File: config.mk
export PLATFORM = sky130hd
export DESIGN_NAME = cmt_dma_timer
export DESIGN_NICKNAME = d
export VERILOG_FILES = /design/src/rtl/cmt_pkg.sv /design/src/rtl/cmt_prescaler.sv /design/src/rtl/cmt_counter.sv /design/src/rtl/cmt_dma_timer.sv
export SDC_FILE = /design/constraint.sdc
export NUM_CORES = 1
export LEC_CHECK = 0
export ABC_CLOCK_PERIOD_IN_PS = 3300
export CAP_MARGIN = 40
export CORE_MARGIN = 4
export CORE_UTILIZATION = 40
export CTS_BUF_LIST = sky130_fd_sc_hd__clkbuf_4
export CTS_CLUSTER_DIAMETER = 50
export CTS_CLUSTER_SIZE = 30
export DETAILED_ROUTE_END_ITERATION = 10
export GPL_TIMING_DRIVEN = 0
export SYNTH_ARGS = -nofsm -noshare
export SYNTH_HDL_FRONTEND = slang
export SYNTH_SLANG_ARGS = --single-unit
File: constraint.sdc
create_clock -name clk_i -period 3.3 [get_ports clk_i]
set_input_delay 0.495 -clock clk_i [delete_from_list [all_inputs] [get_ports clk_i]]
set_output_delay 0.495 -clock clk_i [all_outputs]
set_load 0.005 [all_outputs]
File: src/rtl/cmt_pkg.sv
package cmt_pkg;
  typedef enum logic [1:0] {
    ADDR_START = 2'd0,
    ADDR_CSR   = 2'd1,
    ADDR_COUNT = 2'd2,
    ADDR_CONST = 2'd3
  } cmt_addr_e;

  localparam int FLAG_BIT = 7;
  localparam int CKS_W    = 2;
  localparam int NUM_DIV  = 4;

  // log2 of divisor per clock-select code: 4, 8, 16, 64
  function automatic int div_log2(input logic [CKS_W-1:0] code);
    case (code)
      2'd0:    return 2;
      2'd1:    return 3;
      2'd2:    return 4;
      default: return 6;
    endcase
  endfunction
endpackage

File: src/rtl/cmt_prescaler.sv
module cmt_prescaler
  import cmt_pkg::*;
#(
  parameter int PRE_W = 6
) (
  input  logic             clk_i,
  input  logic             rst_ni,
  input  logic             run_i,
  input  logic             restart_i,
  input  logic [CKS_W-1:0] sel_i,
  output logic             tick_o
);
  logic [PRE_W-1:0] pre_q;
  logic [PRE_W-1:0] term_v [NUM_DIV];
  logic             at_term;

  for (genvar g = 0; g < NUM_DIV; g++) begin : g_term
    assign term_v[g] = PRE_W'((1 << div_log2(CKS_W'(g))) - 1);
  end

  assign at_term = (pre_q == term_v[sel_i]);
  assign tick_o  = run_i && !restart_i && at_term;

  always_ff @(posedge clk_i or negedge rst_ni) begin
    if (!rst_ni)                  pre_q <= '0;
    else if (restart_i || !run_i) pre_q <= '0;
    else if (at_term)             pre_q <= '0;
    else                          pre_q <= pre_q + 1'b1;
  end
endmodule

File: src/rtl/cmt_counter.sv
module cmt_counter #(
  parameter int CNT_W = 16
) (
  input  logic             clk_i,
  input  logic             rst_ni,
  input  logic             tick_i,
  input  logic             load_i,
  input  logic [CNT_W-1:0] load_val_i,
  input  logic [CNT_W-1:0] const_i,
  output logic [CNT_W-1:0] cnt_o,
  output logic             match_o,
  output logic             req_o
);
  logic [CNT_W-1:0] cnt_q;
  logic             req_q;

  assign match_o = tick_i && !load_i && (cnt_q == const_i);

  always_ff @(posedge clk_i or negedge rst_ni) begin
    if (!rst_ni) begin
      cnt_q <= '0;
      req_q <= 1'b0;
    end else begin
      req_q <= match_o;
      if (load_i)       cnt_q <= load_val_i;
      else if (match_o) cnt_q <= '0;
      else if (tick_i)  cnt_q <= cnt_q + 1'b1;
    end
  end

  assign cnt_o = cnt_q;
  assign req_o = req_q;
endmodule

File: src/rtl/cmt_dma_timer.sv
module cmt_dma_timer
  import cmt_pkg::*;
#(
  parameter int DATA_W = 16,
  parameter int PRE_W  = 6
) (
  input  logic              clk_i,
  input  logic              rst_ni,
  input  logic              reg_we_i,
  input  logic [1:0]        reg_addr_i,
  input  logic [DATA_W-1:0] reg_wdata_i,
  output logic [DATA_W-1:0] reg_rdata_o,
  output logic              dma_req_o
);
  logic              start_q;
  logic [CKS_W-1:0]  cks_q;
  logic              flag_q;
  logic [DATA_W-1:0] const_q;
  logic [DATA_W-1:0] cnt_w;
  logic              tick_w, match_w;
  logic              wr_start, wr_csr, wr_cnt, wr_const;

  assign wr_start = reg_we_i && (reg_addr_i == ADDR_START);
  assign wr_csr   = reg_we_i && (reg_addr_i == ADDR_CSR);
  assign wr_cnt   = reg_we_i && (reg_addr_i == ADDR_COUNT);
  assign wr_const = reg_we_i && (reg_addr_i == ADDR_CONST);

  always_ff @(posedge clk_i or negedge rst_ni) begin
    if (!rst_ni) begin
      start_q <= 1'b0;
      cks_q   <= '0;
      const_q <= '1;
    end else begin
      if (wr_start) start_q <= reg_wdata_i[0];
      if (wr_csr)   cks_q   <= reg_wdata_i[CKS_W-1:0];
      if (wr_const) const_q <= reg_wdata_i;
    end
  end

  // hardware set wins over software clear
  always_ff @(posedge clk_i or negedge rst_ni) begin
    if (!rst_ni)                                flag_q <= 1'b0;
    else if (match_w)                           flag_q <= 1'b1;
    else if (wr_csr && !reg_wdata_i[FLAG_BIT])  flag_q <= 1'b0;
  end

  cmt_prescaler #(.PRE_W(PRE_W)) i_pre (
    .clk_i     (clk_i),
    .rst_ni    (rst_ni),
    .run_i     (start_q),
    .restart_i (wr_cnt),
    .sel_i     (cks_q),
    .tick_o    (tick_w)
  );

  cmt_counter #(.CNT_W(DATA_W)) i_cnt (
    .clk_i      (clk_i),
    .rst_ni     (rst_ni),
    .tick_i     (tick_w),
    .load_i     (wr_cnt),
    .load_val_i (reg_wdata_i),
    .const_i    (const_q),
    .cnt_o      (cnt_w),
    .match_o    (match_w),
    .req_o      (dma_req_o)
  );

  always_comb begin
    reg_rdata_o = '0;
    case (reg_addr_i)
      ADDR_START: reg_rdata_o[0] = start_q;
      ADDR_CSR: begin
        reg_rdata_o[FLAG_BIT]    = flag_q;
        reg_rdata_o[CKS_W-1:0]   = cks_q;
      end
      ADDR_COUNT: reg_rdata_o = cnt_w;
      default:    reg_rdata_o = const_q;
    endcase
  end
endmodule

==> results of run 1 <==
per-layer routing:
layer,vias up,GRT usage (%),wire (microns)
met3,5,3.92,195
met4,0,3.44,46
met2,40,28.8,3210
li1,1070,-,-
met1,1053,23.0,3190
met5,-,0,0
logic make-up (layout without fill, tap and decap cells):
family	after synthesis	in the layout	synth area share [%]
fa+ha+maj	2	2	0.934
simple gates	114	114	21.8
compound gates	34	34	10.0
xor+xnor	24	24	7.84
buf+inv	21	67	3.59
flops	43	43	40.9
mux	36	36	14.9
worst min-delay path by stage:
stage / start / end / cells past startpoint
floorplan: rst_ni / cks_q[0] / 0
global placement: i_pre.pre_q[0] / i_pre.pre_q[0] / 1
detailed placement: i_pre.pre_q[0] / i_pre.pre_q[0] / 1
CTS: rst_ni / i_cnt.cnt_o[4] / 1
global route: rst_ni / i_cnt.cnt_o[11] / 1
finish: rst_ni / i_cnt.cnt_o[4] / 1
where the power goes:
group          leakage, nW  switching (mW)  total [mW]  internal [mW]
Sequential           0.504          0.0919       0.736          0.644
Combinational        0.759           0.216       0.460          0.244
Clock               0.0368           0.182       0.292          0.110
Total                 1.30           0.489        1.49          0.998
per-stage QoR:
step	setup WS, ps	instances	hold WS, ps	utilization, %
after floorplan	1540	274	199	-
after global placement	247	388	450	49.0
after detailed placement	265	389	470	49.2
after CTS	244	397	85.6	50.2
after global routing	134	397	74.5	50.2
final	289	397	70.6	50.2
worst max-delay path, stage by stage:
cell and delay [ps]:
clkdlybuf4s50_1 520, clkbuf_1 390, clkbuf_1 400, nor2b_1 190, clkdlybuf4s50_1 510
registers in the layout, summed over array words and instances (netlist names):
name,cells
const_q,16
i_cnt.cnt_o,16
i_pre.pre_q,6
cks_q,2
flag_q,1
i_cnt.req_o,1
start_q,1
final cells by class:
class	instances	share of cell area (%)
plain buffers	19	2.76
clock buffers	8	1.86
inverters	2	0.233
multi-input cells	210	46.2
flip-flops and latches	43	34.0
well taps	77	2.99
repair buffers	38	12.0
cells in the final DEF (no fill, tap or decap), drive strengths merged, types with 5 or more instances in the layout:
master | synthesis | final
xor2 | 19 | 19
nor2b | 17 | 17
xnor2 | 5 | 5
nand2 | 22 | 22
nor4 | 7 | 7
clkdlybuf4s50 | 0 | 36
buf | 8 | 10
o211ai | 10 | 10
mux2i | 14 | 14
mux2 | 21 | 21
nor2 | 18 | 18
nand3 | 31 | 31
clkbuf | 11 | 19
o21ai | 6 | 6
dfrtp | 27 | 27
dfstp | 16 | 16
==> qor.csv, run 1 <==
stage;metric;value;unit
place;Post-DP Area;0.00316;sq mm
routing;initial DRC count;95;
sta;Final setup viols;0;
cts;Sink Count;43;
cts;clock buffer depth;2;
grt;vias in the first global route;2210;
cts;CTS buffer count;5;
setup_path;WS Path Type;input pin to output pin;
setup_path;Setup crit start kind;input pin;
final_layout;Ant. Diodes;0;
sta;RSZ-0062 raised after global routing;no;
floorplan;die area;0.00807;sq mm
synthesis;flops & latches, synth;43;
sta;Tmin final;3010;ps
power;leak pwr;1.30;nW
place;dpl hpwl;4.76;mm
setup_path;Crit Path Max Fanout;10;
routing;routed vias;2168;
sta;fin. max-slew vios;0;
synthesis;count of flip-flops with a built-in enable after synthesis;0;
synthesis;Yosys cell types;45;
routing;DRC violations left;0;
sta;Clock Skews;6.90;ps
synthesis;Seq/Total Area, Yosys;40.9;%
floorplan;Top Ports;38;
grt;global-route wire length before repair;11.2;mm
setup_path;nature of the critical path endpoint;output pin;
routing;DR vias/cell;5.46;
grt;total global routing overflow;0;
routing;WL per Instance;16.7;microns
floorplan;chip width;89.9;microns
floorplan;initial core utilization;41.7;%
grt;Total GRT Usage;17.2;%
synthesis;Cell Area, Synth;0.00268;sq mm
power;worst-case vdd ir drop;0.000226;V
cts;hold_buf cts;0;
final_layout;layout cells sized above 1;19.7;%
synthesis;synth cell count leaders;nand3_1, dfrtp_1, nand2_1;
cts;Post-CTS Setup Bufs;0;
setup_path;crit path from;reg_addr_i[1];
sta;Max-slew headroom;60.9;%
synthesis;Synth area leaders;dfrtp_1, dfstp_2, mux2_2;
setup_path;r2r setup slk;1160;ps
synthesis;top-count cell post-synth;nand3_1;
synthesis;YS warnings;0;
place;I/O Buffers;37;
hold_path;Hold Path Class;input pin to async pin;
synthesis;synthesized net count;297;
setup_path;CP required;2800;ps
routing;drt first pass iters;4;
synthesis;top-area cell type share of the netlist area;25.2;%
final_layout;Multi-input gate area;0.00149;sq mm
final_layout;Fill cells;621;
run;maxcap violations;0;
sta;Final Hold Viols;0;
routing;WL final;6.64;mm
setup_path;Worst Reg2Reg Path Length in Cells;7;
floorplan;die outline height;89.9;microns
sta;Achievable Freq;0.332;GHz
final_layout;final instance area;0.00322;sq mm
grt;initial antenna violation count;0;
synthesis;Yosys top cell by area;dfrtp_1;
cts;Clk Latency, worst-skew pair;370;ps
cts;H-tree levels;2;
sta;setup total negative slack;0;ps
cts;clock transition at the registers of the reported paths;130;ps
status;outcome;complete, no violations;
final_layout;register area;0.00110;sq mm
floorplan;# rows;29;
setup_path;CP Data Arrival Time;2520;ps
setup_path;r2r startpoint;i_cnt.cnt_o[6];
synthesis;async set or reset register ratio after synthesis;100;%
cts;CTS tree;yes;
grt;largest net degree at the start of global routing;25;
cts;CTS resizes;0;
setup_path;Reg-to-Reg End;i_cnt.cnt_o[3];
final_layout;nets;342;
power;PwrDens;462;mW/mm^2
sta;crit share post-route;91.2;%
synthesis;Post-Syn Instances;274;
synthesis;Main synth FF type;dfrtp_1;
synthesis;Mean Syn Cell Area;9.78;sq um
final_layout;area grow syn2layout;20.2;%
setup_path;worst setup path endpoint;reg_rdata_o[4];
power;total power;1.49;mW
sta;worst slew pin tran;587;ps
floorplan;core area;0.00642;sq mm
cts;root buffer cell;clkbuf_4;
place;Final GP Congestion;0.776;
routing;Antenna Nets Post-Route;0;
Note: power is estimated with default switching activity, not from simulation.
==> inputs of run 2 (changes only) <==
Settings changed: CTS_CLUSTER_SIZE 30 to 14.
==> results of run 2 <==
Final layout, timing and power as in run 1 (identical DEF).
